### src/rtl/i2cm_pkg.sv
package i2cm_pkg;
  typedef enum logic [3:0] {
    S_IDLE, S_HOLD, S_SWAIT, S_SHOLD, S_RLOW, S_RHIGH,
    S_BLOW, S_BHIGH, S_PLOW, S_PHIGH, S_PEND
  } eng_st_e;

  typedef enum logic [1:0] {X_ADDR, X_TX, X_RX} xfer_ctx_e;

  localparam logic [7:0] C_IDLE    = 8'hF8;
  localparam logic [7:0] C_START   = 8'h08;
  localparam logic [7:0] C_RSTART  = 8'h10;
  localparam logic [7:0] C_AW_ACK  = 8'h18;
  localparam logic [7:0] C_AW_NACK = 8'h20;
  localparam logic [7:0] C_TX_ACK  = 8'h28;
  localparam logic [7:0] C_TX_NACK = 8'h30;
  localparam logic [7:0] C_ARB     = 8'h38;
  localparam logic [7:0] C_AR_ACK  = 8'h40;
  localparam logic [7:0] C_AR_NACK = 8'h48;
  localparam logic [7:0] C_RX_ACK  = 8'h50;
  localparam logic [7:0] C_RX_NACK = 8'h58;
  localparam logic [7:0] C_SDA_LOW = 8'h70;
  localparam logic [7:0] C_SCL_LOW = 8'h78;
endpackage

### src/rtl/i2cm_tick_cnt.sv
module i2cm_tick_cnt #(
  parameter int W = 8
) (
  input  logic         clk,
  input  logic         rst,
  input  logic         clr,
  input  logic         en,
  input  logic [W-1:0] lim,
  output logic         hit
);
  logic [W-1:0] cnt;

  assign hit = en && (cnt == lim - 1'b1);

  always_ff @(posedge clk) begin
    if (rst || clr || hit) cnt <= '0;
    else if (en)           cnt <= cnt + 1'b1;
  end
endmodule

### src/rtl/i2cm_code_enc.sv
module i2cm_code_enc
  import i2cm_pkg::*;
(
  input  xfer_ctx_e   ctx,
  input  logic        rw,
  input  logic        ack,
  input  logic        aa,
  output logic [7:0]  code
);
  always_comb begin
    unique case (ctx)
      X_ADDR:  code = rw ? (ack ? C_AR_ACK : C_AR_NACK) : (ack ? C_AW_ACK : C_AW_NACK);
      X_TX:    code = ack ? C_TX_ACK : C_TX_NACK;
      default: code = aa ? C_RX_ACK : C_RX_NACK;
    endcase
  end
endmodule

### src/rtl/i2c_status_master.sv
module i2c_status_master
  import i2cm_pkg::*;
#(
  parameter int CNT_W   = 8,
  parameter int TMO_CYC = 64
) (
  input  logic             clk,
  input  logic             rst,
  input  logic             ctl_we,
  input  logic             ctl_sta,
  input  logic             ctl_sto,
  input  logic             ctl_aa,
  input  logic             dat_we,
  input  logic [7:0]       dat_wdata,
  output logic [7:0]       dat_rdata,
  output logic [7:0]       status,
  output logic             si,
  input  logic [CNT_W-1:0] low_cnt,
  input  logic [CNT_W-1:0] high_cnt,
  input  logic             scl_i,
  input  logic             sda_i,
  output logic             scl_oe,
  output logic             sda_oe
);
  localparam int TMO_W = $clog2(TMO_CYC + 1);

  eng_st_e    st, st_nxt;
  xfer_ctx_e  ctx;
  logic [7:0] shreg;
  logic [3:0] bitidx;
  logic       owned, rs_flag, aa_r;

  logic ctl_go, bus_free, in_high, use_low, is_tx, lost, ack_seen, drv_nxt;
  logic ph_en, ph_clr, ph_hit, tmo_en, tmo_hit;
  logic [CNT_W-1:0] ph_lim;
  logic [7:0] enc_code;

  assign ctl_go   = ctl_we && (st == S_IDLE || st == S_HOLD);
  assign bus_free = scl_i && sda_i;
  assign in_high  = (st == S_RHIGH) || (st == S_BHIGH) || (st == S_PHIGH);
  assign use_low  = (st == S_RLOW) || (st == S_BLOW) || (st == S_PLOW);
  assign is_tx    = (ctx != X_RX);
  assign lost     = is_tx && shreg[7] && !sda_i;
  assign ack_seen = !sda_i;
  assign drv_nxt  = (bitidx == 4'd7) ? (is_tx ? 1'b0 : aa_r) : (is_tx && !shreg[6]);

  assign ph_en  = use_low || (in_high && scl_i) || (st == S_SWAIT && bus_free) ||
                  (st == S_SHOLD) || (st == S_PEND);
  assign ph_lim = use_low ? low_cnt : high_cnt;
  assign ph_clr = (st_nxt != st) || (st == S_SWAIT && !bus_free);
  assign tmo_en = (st == S_SWAIT && !bus_free) || (in_high && !scl_i);

  i2cm_tick_cnt #(.W(CNT_W)) u_phase (
    .clk(clk), .rst(rst), .clr(ph_clr), .en(ph_en), .lim(ph_lim), .hit(ph_hit));

  i2cm_tick_cnt #(.W(TMO_W)) u_tmo (
    .clk(clk), .rst(rst), .clr(!tmo_en), .en(tmo_en),
    .lim(TMO_W'(TMO_CYC)), .hit(tmo_hit));

  i2cm_code_enc u_enc (
    .ctx(ctx), .rw(shreg[0]), .ack(ack_seen), .aa(aa_r), .code(enc_code));

  always_comb begin
    st_nxt = st;
    unique case (st)
      S_IDLE:  if (ctl_go && ctl_sta) st_nxt = S_SWAIT;
      S_HOLD:  if (ctl_go) begin
                 if (ctl_sta)      st_nxt = owned ? S_RLOW : S_SWAIT;
                 else if (ctl_sto) st_nxt = owned ? S_PLOW : S_IDLE;
                 else              st_nxt = owned ? S_BLOW : S_IDLE;
               end
      S_SWAIT: if (tmo_hit) st_nxt = S_HOLD; else if (ph_hit) st_nxt = S_SHOLD;
      S_SHOLD: if (ph_hit) st_nxt = S_HOLD;
      S_RLOW:  if (ph_hit) st_nxt = S_RHIGH;
      S_RHIGH: if (tmo_hit) st_nxt = S_HOLD; else if (ph_hit) st_nxt = S_SHOLD;
      S_BLOW:  if (ph_hit) st_nxt = S_BHIGH;
      S_BHIGH: if (tmo_hit) st_nxt = S_HOLD;
               else if (ph_hit) st_nxt = (bitidx == 4'd8 || lost) ? S_HOLD : S_BLOW;
      S_PLOW:  if (ph_hit) st_nxt = S_PHIGH;
      S_PHIGH: if (tmo_hit) st_nxt = S_HOLD; else if (ph_hit) st_nxt = S_PEND;
      S_PEND:  if (ph_hit) st_nxt = S_IDLE;
      default: st_nxt = S_IDLE;
    endcase
  end

  always_ff @(posedge clk) begin
    if (rst) begin
      st <= S_IDLE; ctx <= X_ADDR; shreg <= '0; bitidx <= '0;
      owned <= 1'b0; rs_flag <= 1'b0; aa_r <= 1'b0;
      status <= C_IDLE; si <= 1'b0; scl_oe <= 1'b0; sda_oe <= 1'b0;
    end else begin
      st <= st_nxt;
      if (dat_we && (st == S_IDLE || st == S_HOLD)) shreg <= dat_wdata;
      if (ctl_go) begin si <= 1'b0; aa_r <= ctl_aa; end
      unique case (st)
        S_IDLE: if (ctl_go && ctl_sta) rs_flag <= 1'b0;
        S_HOLD: if (ctl_go) begin
          if (ctl_sta) begin
            rs_flag <= owned;
            if (owned) sda_oe <= 1'b0;
          end else if (ctl_sto) begin
            if (owned) sda_oe <= 1'b1; else status <= C_IDLE;
          end else if (owned) begin
            bitidx <= '0;
            sda_oe <= is_tx && !shreg[7];
          end else status <= C_IDLE;
        end
        S_SWAIT, S_RHIGH, S_PHIGH: begin
          if (tmo_hit) begin
            status <= (st == S_SWAIT && scl_i) ? C_SDA_LOW : C_SCL_LOW;
            si <= 1'b1; owned <= 1'b0; scl_oe <= 1'b0; sda_oe <= 1'b0;
          end else if (ph_hit) begin
            sda_oe <= (st != S_PHIGH);
          end
        end
        S_SHOLD: if (ph_hit) begin
          scl_oe <= 1'b1; si <= 1'b1; owned <= 1'b1; ctx <= X_ADDR;
          status <= rs_flag ? C_RSTART : C_START;
        end
        S_RLOW, S_BLOW, S_PLOW: if (ph_hit) scl_oe <= 1'b0;
        S_BHIGH: begin
          if (tmo_hit) begin
            status <= C_SCL_LOW; si <= 1'b1; owned <= 1'b0;
            scl_oe <= 1'b0; sda_oe <= 1'b0;
          end else if (ph_hit) begin
            if (bitidx != 4'd8) begin
              if (lost) begin
                status <= C_ARB; si <= 1'b1; owned <= 1'b0;
                scl_oe <= 1'b0; sda_oe <= 1'b0;
              end else begin
                shreg  <= {shreg[6:0], sda_i};
                scl_oe <= 1'b1;
                sda_oe <= drv_nxt;
                bitidx <= bitidx + 1'b1;
              end
            end else begin
              scl_oe <= 1'b1; si <= 1'b1; status <= enc_code;
              if (ctx == X_ADDR && ack_seen) ctx <= shreg[0] ? X_RX : X_TX;
            end
          end
        end
        S_PEND: if (ph_hit) begin status <= C_IDLE; owned <= 1'b0; end
        default: ;
      endcase
    end
  end

  assign dat_rdata = shreg;

  p_hold_scl_r2: assert property (@(posedge clk) disable iff (rst)
    (si && status != C_ARB && status != C_SDA_LOW && status != C_SCL_LOW) |-> scl_oe);
  p_si_clear_r2: assert property (@(posedge clk) disable iff (rst)
    (ctl_we && si) |=> !si);
  p_idle_quiet_r8: assert property (@(posedge clk) disable iff (rst)
    (status == C_IDLE) |-> !si);
  p_arb_release_r10: assert property (@(posedge clk) disable iff (rst)
    (si && status == C_ARB) |-> (!scl_oe && !sda_oe));
  p_stuck_release_r11: assert property (@(posedge clk) disable iff (rst)
    (si && (status == C_SDA_LOW || status == C_SCL_LOW)) |-> (!scl_oe && !sda_oe));
  p_busy_ignore_r13: assert property (@(posedge clk) disable iff (rst)
    (ctl_we && st == S_BHIGH && !tmo_hit && !ph_hit) |=> (st == S_BHIGH));
endmodule

### config.mk
export PLATFORM = sky130hd
export DESIGN_NAME = i2c_status_master
export DESIGN_NICKNAME = d
export VERILOG_FILES = /design/src/rtl/i2cm_pkg.sv /design/src/rtl/i2cm_tick_cnt.sv /design/src/rtl/i2cm_code_enc.sv /design/src/rtl/i2c_status_master.sv
export SDC_FILE = /design/constraint.sdc
export NUM_CORES = 1
export LEC_CHECK = 0
export ABC_AREA = 1
export ABC_CLOCK_PERIOD_IN_PS = 7810
export BUFFER_PORTS_ARGS = -buffer_cell sky130_fd_sc_hd__clkbuf_2
export CAP_MARGIN = 20
export CORE_AREA = 4 4 75 104
export CTS_BUF_LIST = sky130_fd_sc_hd__clkbuf_8
export CTS_CLUSTER_DIAMETER = 40
export DETAILED_ROUTE_END_ITERATION = 7
export DIE_AREA = 0 0 79 108
export PLACE_DENSITY = 0.82
export SKIP_LAST_GASP = 1
export SLEW_MARGIN = 10
export SYNTH_ARGS = -nofsm -noshare
export SYNTH_HDL_FRONTEND = slang
export SYNTH_SLANG_ARGS = --single-unit
### constraint.sdc
create_clock -name clk -period 7.81 [get_ports clk]
set_input_delay 0.781 -clock clk [delete_from_list [all_inputs] [get_ports clk]]
set_output_delay 0.781 -clock clk [all_outputs]
set_load 0.01 [all_outputs]
Yosys cells after proc, flatten, opt, wreduce, memory -nomap -nowiden:

Index checks and enable logic that the tools add are counted.

* reductions and logical operators: 57
* muxes and demuxes: 102
* $add $sub $neg: 4
* equality and inequality tests: 41

Operators by type and width (count)
* $mux W8: 18
* $mux W4: 27
* $pmux W4 S10: 1
* $pmux W8 S5: 1
* $mux W1: 35
* $eq A4 B3 Y1 const B: 5
* $ne A2 B2 Y1 const B: 10
* $reduce_and A9 Y1: 2
* $eq A4 B4 Y1 const B: 4
* $logic_and A1 B1 Y1: 16
* $logic_or A1 B1 Y1: 16
* $ne A2 B1 Y1 const B: 8
* $pmux W8 S2: 1
* $mux W2: 6
* $reduce_and A6 Y1: 2
* $mux W5: 2
* $mux W3: 3
* $ne A3 B1 Y1 const B: 3
* $add A8 B1 Y8 const B: 1
* $eq A4 B2 Y1 const B: 2
* $eq A8 B8 Y1: 1
* $ne A4 B4 Y1 const B: 2
* $pmux W1 S4: 2
* $pmux W4 S2: 1
* 25 further kinds: 35

* output and inout bits: 19
* logic and storage cells: 217
* flip-flop bits (word level): 47

Depth between registers and ports, before layout:

Gate-level depths: netlist of the first run.

* word-level depth: 16
* mapped depth: 25

Modules after synthesis:

A second synthesis of the first run with hierarchy kept.

* cells, all modules: 629
* area total of the unflattened synthesis: 3860.0 sq um

By module, submodules not included
* i2c_status_master: instances 1, area an instance 2446.1 sq um, sequential area each 640.6 sq um, cells each 396
* i2cm_tick_cnt (u_phase): instances 1, area an instance 653.1 sq um, sequential area each 160.2 sq um, cells each 104
* i2cm_tick_cnt (u_tmo): instances 1, area an instance 633.1 sq um, sequential area each 140.1 sq um, cells each 106
* i2cm_code_enc: instances 1, area an instance 127.6 sq um, sequential area each 0.0 sq um, cells each 23

Worst setup path after synthesis of the first run:

Ideal clock, no wire load.

* path type: input port to flip-flop
* from: in high_cnt[0]
* to: reg u_phase.cnt[1]
* data required time: 7.693 ns
* cell stages on the path: 19
* arrival time: 2.634 ns
* path buffers: 1
* library setup time: 0.117 ns
* slack: 5.060 ns
* cells stage by stage: inv_1 nand3_1 nand2_2 ha_1 xor2_1 nand2_1 inv_1 nand2_1 inv_2 nand3_1 nor2_1 nand3_2 buf_6 a21boi_2 nand2_1 o21ai_1 nor2_2 nand2_4 nor2_2

* longest elaborated chain between the ends: 11
* elaborated cells on any way between the ends: 20

RTL lines
* start: declaration: line i2c_status_master.sv:19 `input logic [CNT_W-1:0] high_cnt,`
* $mux W8 (*): line i2c_status_master.sv:49 `assign ph_lim = use_low ? low_cnt : high_cnt;`
* $sub A8 B1 Y8 (*): line i2cm_tick_cnt.sv:13 `assign hit = en && (cnt == lim - 1'b1);`
* $eq A8 B8 Y1 (*): line i2cm_tick_cnt.sv:13
* $logic_and A1 B1 Y1 (*): line i2cm_tick_cnt.sv:13
* $mux W4, on equally long branches
* $mux W4, on equally long branches: line i2c_status_master.sv:80, i2c_status_master.sv:72, i2c_status_master.sv:77
* $pmux W4 S10: line i2c_status_master.sv:65 `unique case (st)`
* $ne A4 B4 Y1: line i2c_status_master.sv:50 `assign ph_clr = (st_nxt != st) || (st == S_SWAIT && !bus_free);`
* $logic_or A1 B1 Y1: line i2c_status_master.sv:50
* $logic_or A1 B1 Y1: line i2cm_tick_cnt.sv:16 `if (rst || clr || hit) cnt <= '0;`
* $logic_or A1 B1 Y1 (*): line i2cm_tick_cnt.sv:16
* end signal: assignment: line i2cm_tick_cnt.sv:17 `else if (en) cnt <= cnt + 1'b1;`
* end: declaration: line i2cm_tick_cnt.sv:11 `logic [W-1:0] cnt;`

Mark *: on every way between the ends. The rest lies on a longest branch, timed or not.
A chain may end at the register's enable or synchronous reset.

Worst setup path after layout of the first run:

* from: reg st[3]
* to: reg bitidx[3]

* longest elaborated chain between the ends: 11
* elaborated cells on any way between the ends: 42

RTL lines
* start: declaration: line i2c_status_master.sv:27 `eng_st_e st, st_nxt;`
* start signal: assignment: line i2c_status_master.sv:92 `st <= st_nxt;`
* parallel branches: the longest is 11 deep, another holds $sub A8 B1 Y8
* end signal: assignment: line i2c_status_master.sv:134 `bitidx <= bitidx + 1'b1;`
* end: declaration: line i2c_status_master.sv:30 `logic [3:0] bitidx;`

Parallel ways; which one is timed is not known.

==> out/results.ini, run 1 <==
[finish]
diodes = 0
seq_area_um2 = 881
final_common_cell = nand2_1
drive_gt1_frac = 0.165
final_cell_mix = nand2_1, inv_1, nor2_1
final_area_um2 = 3700
nets = 626
synthToLayoutAreaGrowth_pct = 11.0
nFillCells = 741
multi_input_area_um2 = 2020

[clocking]
cts_buffers = 5
clock-sinks = 44
path_clk_slew_ps = 90
clk_latency_ps = 300
clk_path_buf_depth = 2
cts_root_buf = clkbuf_8
cts_hold_buf = 0
post_cts_resized = 0
postCtsSetupBuffers = 0
cts_tree = done
cts_max_level = 2

[worst_setup_path]
cpMostUsedCell = nand2_1
crit_arrival_ps = 3740
worstPathMaxFanout = 17
crit_type = reg -> reg
crit_required_ps = 8020
cp_top_family = simple AND/OR/NAND/NOR gates
worst_path_max_delay_cell = dfxtp_1
slowest_delay_ps = 450
path_cells = inv_2 > nor2_2 > nand2_2 > nand2_4 > nand2_2 > nand2_2 > ha_1 > xor2_1 > nand2_1 > inv_1 > nand2_1 > inv_2 > nand3_1 > nor2_1 > nand3_2 > nand2_1 > nand2_1 > nor2_1 > nand2_1 > nor3_1 > nand2_1 > nand2_1 > nor2_1
path_buf_inv = 3
cp-end-kind = flop
start_kind = flop

[sta]
max_freq_mhz = 283
finClkSkew_ps = 8.25
finalHoldViolCount = 0
rsz0062_at_grt = no
worst_pin_slew_ps = 543
fin_tns_setup_ps = 0
fin_crit_ps = 3530
timing.final.crit_share = 0.452
relSlewSlack = 0.634
slew_violations = 0
finalSetupViolations = 0

[global_route]
grt_max_degree = 18
grt_overflow_total = 0
antenna_found_initial = 0
grt_pass1_wl_um = 14200
grtUsageTotal = 0.204
grt_pass1_vias = 3390

[placed_design]
globalplace.congestion = 0.982
place_area_um2 = 3610
io_buffers = 48
dp_hpwl_um = 6960

[route]
vias = 3501
route.detailed.drc = 0
via_per_inst = 5.13
avgRoutedWirePerCell_um = 12.4
drt-initial-drc-count = 198
first_pass_iters = 4
antenna_left = 0
routed_wl_um = 8480

[power]
switching_share = 0.295
power.net_switching_uw = 134
intPower_uw = 319
power.share.clock = 0.328
p_per_area_nw_per_um2 = 122
p_seq_frac = 0.515
leakagePower_nw = 1.86
combPwrFrac = 0.158
ir_worst_vdd_mv = 0.0910

[floorplanning]
rows = 36
die_x_um = 79
initial_core_util = 0.481
core-area_um2 = 6940
io_pins = 52
die_area_um2 = 8530
die_h_um = 108

[logic_synthesis]
syn-cell-area_um2 = 3340
synth_seq_cells = 44
syn_avg_cell_area_um2 = 6.17
synth_edf_count = 0
synth_cell_types = 44
syn_inst = 541
seq_area_frac_synth = 0.264
synth-async-reset-ratio = 0
ys_warn_count = 0
dominantRegCellSynth = dfxtp_1

[hold_path]
hp-class = reg -> reg

[flow_run]
maxCapViolCount = 0

[run_status]
status = finished, final reports clean

-- path summary, 6_finish.rpt --
| check | from | end | slack (ps) | cells after the start |
|---|---|---|---|---|
| setup / recovery | st[3]$_SDFF_PP0_ | bitidx[3]$_SDFFE_PP0P_ | 4280 | 23 |
| hold / removal | u_tmo.cnt[6]$_SDFFE_PP0N_ | u_tmo.cnt[6]$_SDFFE_PP0N_ | 450 | 2 |
| setup reg to reg | st[3]$_SDFF_PP0_ | bitidx[3]$_SDFFE_PP0P_ | 4280 | 23 |
| hold reg to reg | u_tmo.cnt[6]$_SDFFE_PP0N_ | u_tmo.cnt[6]$_SDFFE_PP0N_ | 450 | 2 |
-- state kept, by name, indices dropped and copies added, names as in the netlist --
register and flops:
u_tmo.cnt 7, dat_rdata 8, sda_oe 1, scl_oe 1
st 4, status 5, owned 1, bitidx 4
ctx 2, rs_flag 1, aa_r 1, u_phase.cnt 8
si 1
-- layer usage --
| layer | part of all wire | vias up | GRT usage |
|---|---|---|---|
| met5 | 0 | - | 0 |
| met4 | 0.029 | 0 | 0.0921 |
| met3 | 0.039 | 21 | 0.0242 |
| met2 | 0.53 | 88 | 0.398 |
| met1 | 0.41 | 1573 | 0.214 |
| li1 | - | 1819 | - |
-- final cells by class --
class	instances	share of cell area
Timing Repair Buffer	48	0.0649
Multi-Input combinational cell	394	0.546
Tap cell	95	0.0321
Clock inverter	3	0.00575
Inverter	93	0.0943
Sequential cell	44	0.238
Clock buffer	5	0.0186
-- metrics by stage --
stage | std cells | power (mW) | hold WS [ps] | utilization | setup WS (ps)
after detailed placement | 674 | 0.310 | 434 | 0.521 | 4350
after global routing | 682 | 0.476 | 477 | 0.534 | 3820
after floorplan | 543 | 0.286 | 418 | - | 5060
after CTS | 682 | 0.457 | 448 | 0.534 | 4330
after global placement | 674 | 0.308 | 431 | 0.521 | 4510
final | 682 | 0.453 | 448 | 0.534 | 4280
-- power groups by stage --
stage	clock (mW)	sequential [mW]	combinational, mW
after CTS	0.153	0.233	0.0717
after global placement	0	0.238	0.0702
after detailed placement	0	0.238	0.0713
after global routing	0.162	0.234	0.0810
after floorplan	0	0.239	0.0474
final	0.148	0.233	0.0715
-- cell usage after synthesis (4+ instances only) --
cell	instances	area, um2
nand2_1	130	488
nand4_1	8	50.1
nand3_1	38	190
inv_2	6	22.5
nor3_1	12	60.1
nor2_2	11	68.8
buf_4	6	45.0
ha_1	7	87.6
nand3b_1	4	30.0
o21ai_0	31	155
dfxtp_1	44	881
nand2_2	9	56.3
inv_1	86	323
nor2_1	53	199
nand3_2	5	50.1
xor2_1	9	78.8
a21oi_1	35	175
-- cells by family (layout without fill, tap and decap cells) --
logic type | after synthesis | in the layout | share of synthesized area
and+or+nand+nor | 282 | 282 | 0.394
buffers and inverters | 105 | 149 | 0.132
AOI/OAI and AO/OA | 92 | 92 | 0.156
DFF | 44 | 44 | 0.264
xor gates and xnor gates | 9 | 9 | 0.0236
adders and majority gates | 7 | 7 | 0.0263
other | 1 | 3 | 0.00112
muxes | 1 | 1 | 0.00300
-- worst register-to-register path: stages, from the launching register on --
cell and delay [ps]:
dfxtp_1 450, inv_2 70, nor2_2 150, nand2_2 210, nand2_4 230, nand2_2 90
nand2_2 90, ha_1 250, xor2_1 160, nand2_1 90, inv_1 60, nand2_1 60
inv_2 40, nand3_1 70, nor2_1 130, nand3_2 350, nand2_1 240, nand2_1 100
nor2_1 140, nand2_1 80, nor3_1 210, nand2_1 80, nand2_1 70, nor2_1 40
No activity file was read; power rests on OpenSTA's default activity.
==> inputs of run 2 (changes only) <==
--- a/config.mk
+++ b/config.mk
@@ -6,7 +6,7 @@
 export NUM_CORES = 1
 export LEC_CHECK = 0
 export ABC_AREA = 1
-export ABC_CLOCK_PERIOD_IN_PS = 7810
+export ABC_CLOCK_PERIOD_IN_PS = 3300
 export BUFFER_PORTS_ARGS = -buffer_cell sky130_fd_sc_hd__clkbuf_2
 export CAP_MARGIN = 20
 export CORE_AREA = 4 4 75 104
==> constraint.sdc (replaced) <==
create_clock -name clk -period 3.3 [get_ports clk]
set_input_delay 0.33 -clock clk [delete_from_list [all_inputs] [get_ports clk]]
set_output_delay 0.33 -clock clk [all_outputs]
set_load 0.01 [all_outputs]
==> run 2 against run 1 <==
Net effect: clock power up 120%; register-to-register slack worse by 4000 ps; via count up 3.5%; fmax up 17%; first-iteration DRC count down 31%; critical path depth down 2; global-route usage up 2.3 points; power up 130%; non-clock buffer count up 15; clock skew up 1.2 ps; sequential power up 140%; critical path type unchanged; critical endpoint is now u_phase.cnt[1]$_SDFFE_PP0P_; highest routed layer unchanged.
==> out/results.ini, run 2 (synthesized netlist as in run 1, its figures left out) <==
[run_status]
status = finished, final reports clean

[clocking]
cts_root_buf = clkbuf_8
cts_tree = done
cts_max_level = 2  ; unchanged
cts_hold_buf = 0  ; unchanged
path_clk_slew_ps = 90  ; about the same
cts_buffers = 5  ; unchanged
clock-sinks = 44  ; unchanged
clk_latency_ps = 300  ; about the same
clk_path_buf_depth = 2  ; unchanged

[sta]
finalHoldViolCount = 0  ; unchanged
fin_hold_ws_ps = 250  ; -198 ps
finClkSkew_ps = 9.48  ; +1.23 ps
timing.final.crit_share = 0.918  ; +0.466
slew_violations = 0  ; unchanged
relSlewSlack = 0.583  ; -0.0518
finalSetupViolations = 0  ; unchanged
rsz0062_at_grt = no
max_freq_mhz = 330  ; +17%
fin_tns_setup_ps = 0  ; unchanged
worst_pin_slew_ps = 621  ; +77.1 ps
fin_crit_ps = 3030  ; -501 ps
setup_ws_ps = 270  ; -4010 ps

[route]
antenna_left = 0  ; unchanged
route.detailed.drc = 0  ; unchanged
drt-initial-drc-count = 136  ; -31%
avgRoutedWirePerCell_um = 13.6  ; +9.7%
first_pass_iters = 4  ; unchanged
routed_wl_um = 9510  ; +12%
vias = 3624  ; +3.5%
via_per_inst = 5.20  ; +1.3%

[worst_setup_path]
cpMostUsedCell = nand2_1
worst_path_max_delay_cell = dfxtp_2
cp-end-kind = flop
slowest_delay_ps = 360  ; -90 ps
path_cells = inv_1 > nor2_4 > nand2_2 > nand2_4 > buf_4 > nand2_1 > nand2_1 > nand2_1 > nor2_1 > nand3_1 > nand3_1 > nand2_1 > nor2_4 > nand3_4 > buf_4 > a21boi_2 > nand2_1 > o21ai_1 > nor2_2 > nand2_4 > nor2_2
crit_arrival_ps = 3220  ; -520 ps
worstPathMaxFanout = 10  ; -7
crit_required_ps = 3490  ; -4530 ps
start_kind = flop
path_buf_inv = 3  ; unchanged
cp_top_family = simple AND/OR/NAND/NOR gates
crit_type = reg -> reg

[power]
intPower_uw = 749  ; +130%
switching_share = 0.293  ; -0.00224
p_seq_frac = 0.519  ; +0.004
power.net_switching_uw = 311  ; +130%
combPwrFrac = 0.168  ; +0.010
ir_worst_vdd_mv = 0.223  ; +150%
p_per_area_nw_per_um2 = 275  ; +120%
power.share.clock = 0.313  ; -0.015
leakagePower_nw = 1.92  ; +3.4%

[hold_path]
hp-class = in -> reg

[flow_run]
maxCapViolCount = 0  ; unchanged

[finish]
diodes = 0  ; unchanged
final_cell_mix = nand2_1, inv_1, nor2_1
final_common_cell = nand2_1
synthToLayoutAreaGrowth_pct = 15.5
drive_gt1_frac = 0.198  ; +0.0324
nets = 642  ; +2.6%

[global_route]
grt_pass1_wl_um = 15600  ; +9.8%
grt_pass1_vias = 3582  ; +5.7%
antenna_found_initial = 0  ; unchanged
grt_overflow_total = 0  ; unchanged
grtUsageTotal = 0.227  ; +0.0229
grt_max_degree = 18  ; unchanged

[floorplanning]
core-area_um2 = 6940  ; unchanged
io_pins = 52  ; unchanged
rows = 36  ; unchanged
die_x_um = 79  ; unchanged
initial_core_util = 0.481  ; unchanged
die_area_um2 = 8530  ; unchanged
die_h_um = 108  ; unchanged

[placed_design]
place_ws_ps = 97.1  ; -4260 ps
io_buffers = 48  ; unchanged
globalplace.congestion = 0.991  ; +0.91%
dp_hpwl_um = 7620  ; +9.5%

[run 2: cell types whose count changed in the layout (fill, tap and decap cells not counted), moves of 2 or more]
cell / change
nor2_4: +2
dfxtp_1: -3
buf_4: +15
nor2_1: -2
dfxtp_2: +2
[run 2: repair_timing]
item | in CTS | in global routing
resized for setup | 0 | 11
setup endpoints to repair | 0 | 30
buffers inserted | 0 | 6
[run 2: power groups by stage]
| stage | clock network [mW] | logic (mW) | registers, mW |
|---|---|---|---|
| 2_1_floorplan | 0 | 0.112 | 0.565 |
| 3_3_place_gp | 0 | 0.168 | 0.563 |
| 6_report | 0.332 | 0.178 | 0.551 |
| 3_5_place_dp | 0 | 0.171 | 0.564 |
| 4_1_cts | 0.339 | 0.172 | 0.551 |
| 5_1_grt | 0.358 | 0.201 | 0.552 |
[run 2: metal layers]
layer,up-vias,share of wire,GRT usage
met2,114,0.52,0.433
met1,1616,0.38,0.236
met5,-,0,0
met3,37,0.050,0.0292
met4,0,0.049,0.124
li1,1857,-,-
[run 2: stage by stage]
step	cells	area, um2	utilization	total power [mW]
floorplan	543	3340	-	0.677
global placement	683	3680	0.530	0.732
detailed placement	683	3680	0.530	0.735
CTS	690	3760	0.542	1.06
global route	697	3850	0.555	1.11
finish	697	3850	0.555	1.06
[run 2: area by class of cell]
class	count	area, um2
sequential	44	887
fill	746	3080
multi-input combinational	395	2060
inverter	93	349
tap	95	119
clock inverter	2	12.5
clock buffer	5	68.8
timing repair buffer	63	353
[run 2: final timing paths]
path,cells after the start,slack [ps],startpoint,endpoint
setup / recovery,21,270,st[2]$_SDFF_PP0_,u_phase.cnt[1]$_SDFFE_PP0P_
setup reg to reg,21,270,st[2]$_SDFF_PP0_,u_phase.cnt[1]$_SDFFE_PP0P_
hold reg to reg,2,450,u_tmo.cnt[6]$_SDFFE_PP0N_,u_tmo.cnt[6]$_SDFFE_PP0N_
hold / removal,3,250,ctl_aa,aa_r$_SDFFE_PP0P_
[run 2: tightest hold or removal path, cell delays in order]
cell	delay, ps
clkbuf_2	70
nor2_1	30
nor2_1	80
==> inputs of run 3 (changes only) <==
--- a/config.mk
+++ b/config.mk
@@ -6,15 +6,15 @@
 export NUM_CORES = 1
 export LEC_CHECK = 0
 export ABC_AREA = 1
-export ABC_CLOCK_PERIOD_IN_PS = 3300
+export ABC_CLOCK_PERIOD_IN_PS = 2550
 export BUFFER_PORTS_ARGS = -buffer_cell sky130_fd_sc_hd__clkbuf_2
 export CAP_MARGIN = 20
-export CORE_AREA = 4 4 75 104
+export CORE_AREA = 4 4 83 93
 export CTS_BUF_LIST = sky130_fd_sc_hd__clkbuf_8
 export CTS_CLUSTER_DIAMETER = 40
 export DETAILED_ROUTE_END_ITERATION = 7
-export DIE_AREA = 0 0 79 108
-export PLACE_DENSITY = 0.82
+export DIE_AREA = 0 0 87 97
+export PLACE_DENSITY = 0.85
 export SKIP_LAST_GASP = 1
 export SLEW_MARGIN = 10
 export SYNTH_ARGS = -nofsm -noshare
==> constraint.sdc (replaced) <==
create_clock -name clk -period 2.55 [get_ports clk]
set_input_delay 0.255 -clock clk [delete_from_list [all_inputs] [get_ports clk]]
set_output_delay 0.255 -clock clk [all_outputs]
set_load 0.01 [all_outputs]
==> run 3 against run 2 <==
Net effect: the flow now finishes with violations (negative setup slack); count of clock-buffer cells in the layout increased by 2; worst hold slack worse by 67 ps; register-to-register slack got worse by 550 ps; final area rose by 26%; fmax rose by 7.1%; sequential power rose by 29%; combinational power rose by 67%; sequential cell count is the same; non-clock buffer count up 69; global-route usage increased by 1.6 points; critical path type unchanged.
==> out/results.ini, run 3 (synthesized netlist as in run 1, its figures left out) <==
[run_status]
status = complete, but fails checks
violations = negative setup slack

[floorplanning]
core-area_um2 = 6850  ; -1.3%
die_x_um = 87  ; +10%
rows = 32  ; -11%
io_pins = 52  ; unchanged
die_h_um = 97  ; -10%
die_area_um2 = 8440  ; -1.1%
initial_core_util = 0.487  ; +0.00633

[finish]
nFillCells = 587  ; -21%
diodes = 0  ; unchanged
drive_gt1_frac = 0.385  ; +0.187
synthToLayoutAreaGrowth_pct = 45.0
final_area_um2 = 4840  ; +26%
final_cell_mix = nand2_1, inv_1, buf_4
final_common_cell = nand2_1
nets = 710  ; +11%

[placed_design]
dp_hpwl_um = 7970  ; +4.7%
globalplace.congestion = 0.983  ; -0.81%
io_buffers = 48  ; unchanged
place_area_um2 = 4160  ; +13%
place_ws_ps = -256  ; -353 ps

[route]
avgRoutedWirePerCell_um = 14.5  ; +6.5%
vias = 4042  ; +12%
route.detailed.drc = 0  ; unchanged
antenna_left = 0  ; unchanged
via_per_inst = 5.35  ; +2.8%
drt-initial-drc-count = 229  ; +68%
routed_wl_um = 11000  ; +15%
first_pass_iters = 5  ; +1

[global_route]
antenna_found_initial = 0  ; unchanged
grt_overflow_total = 0  ; unchanged
grtUsageTotal = 0.243  ; +0.0160
grt_pass1_wl_um = 16700  ; +7.2%
grt_max_degree = 17  ; -1
grt_pass1_vias = 3816  ; +6.5%

[sta]
finalHoldViolCount = 0  ; unchanged
finClkSkew_ps = 11.8  ; +2.35 ps
slew_violations = 0  ; unchanged
relSlewSlack = 0.620  ; +0.0371
max_freq_mhz = 353  ; +7.1%
fin_tns_setup_ps = -5220  ; -5220 ps
finalSetupViolations = 31  ; +31
timing.final.crit_share = 1.11  ; +0.192
setup_ws_ps = -280  ; -550 ps
fin_crit_ps = 2830  ; -200 ps
worst_pin_slew_ps = 565  ; -55.9 ps
rsz0062_at_grt = yes

[power]
leakagePower_nw = 2.38  ; +24%
switching_share = 0.270  ; -0.0233
power.share.clock = 0.368  ; +0.055
ir_worst_vdd_mv = 0.400  ; +79%
p_per_area_nw_per_um2 = 330  ; +20%
intPower_mw = 1.16  ; +55%
combPwrFrac = 0.186  ; +0.018
p_seq_frac = 0.446  ; -0.073
power.net_switching_uw = 430  ; +38%
finalPower_mw = 1.60  ; +50%

[clocking]
cts_buffers = 5  ; unchanged
clk_path_buf_depth = 2  ; unchanged
cts_tree = done
cts_root_buf = clkbuf_8
path_clk_slew_ps = 80  ; about the same
clock-sinks = 44  ; unchanged
cts_max_level = 2  ; unchanged
cts_hold_buf = 0  ; unchanged
clk_latency_ps = 300  ; about the same

[worst_setup_path]
crit_required_ps = 2780  ; -710 ps
cp-end-kind = flop
worst_path_max_delay_cell = dfxtp_4
slowest_delay_ps = 380  ; +20 ps
crit_type = reg -> reg
reg2reg_from = st[3]$_SDFF_PP0_
worstPathMaxFanout = 8  ; -2
crit_arrival_ps = 3060  ; -160 ps
critPathLaunch = st[3]$_SDFF_PP0_
start_kind = flop
cpMostUsedCell = nand2_1

[hold_path]
hp-class = in -> reg
worstHoldStart = ctl_aa

[flow_run]
maxCapViolCount = 0  ; unchanged

[run 3: cell count changes in the layout (fill, tap and decap cells not counted), moves of 9 or more]
cell	previous run	this run
a21oi_1	35	20
o21ai_0	31	20
buf_6	0	9
buf_4	15	74
nand2_2	9	25
a21oi_2	0	13
nand2_1	130	108
[run 3: worst max-delay path, delay by kind of cell (launching register included)]
family | cells | cell delay [ps]
DFF | 1 | 380
adders and majority gates | 1 | 160
and+or+nand+nor | 19 | 1760
AOI/OAI and AO/OA | 1 | 60
buffers and inverters | 5 | 400
[run 3: worst paths after layout]
kind	endpoint	slack, ps	cells past startpoint
worst max-delay path	u_phase.cnt[2]$_SDFFE_PP0P_	-280	26
worst min-delay path	aa_r$_SDFFE_PP0P_	180	3
worst max register to register	u_phase.cnt[2]$_SDFFE_PP0P_	-280	26
worst min register to register	u_tmo.cnt[6]$_SDFFE_PP0N_	470	2
[run 3: through the flow]
step	std cells	util	hold slack, ps
CTS	747	0.656	190
floorplan	543	-	333
detailed placement	730	0.608	449
finish	756	0.706	183
global placement	730	0.608	431
global route	756	0.706	227
[run 3: power by group through the flow]
stage | logic (mW) | registers (mW) | clock network [mW]
2_1_floorplan | 0.150 | 0.730 | 0
3_3_place_gp | 0.244 | 0.727 | 0
3_5_place_dp | 0.250 | 0.728 | 0
4_1_cts | 0.260 | 0.711 | 0.597
5_1_grt | 0.326 | 0.714 | 0.634
6_report | 0.297 | 0.711 | 0.587
[run 3: area by class of cell]
type / count / area, um2 / area share
clock inverters: 1 / 30.0 / 0.00621
repair buffers: 132 / 917 / 0.190
multi-input cells: 394 / 2440 / 0.505
clock buffers: 7 / 96.3 / 0.0199
flip-flops and latches: 44 / 891 / 0.184
inverters: 93 / 355 / 0.0735
well taps: 85 / 106 / 0.0220
[run 3: what timing repair did]
action | 4_1_cts | 5_1_grt
pin swaps | 21 | 34
gates resized for setup | 35 | 79
endpoints found under the setup margin | 31 | 35
setup buffers | 8 | 10
gates cloned | 1 | 0
[run 3: layer usage]
metal | vias up | GRT usage | part of all wire
met1 | 1822 | 0.269 | 0.37
met2 | 176 | 0.455 | 0.52
met3 | 52 | 0.0324 | 0.057
met5 | - | 0 | 0
met4 | 0 | 0.0923 | 0.049
li1 | 1992 | - | -
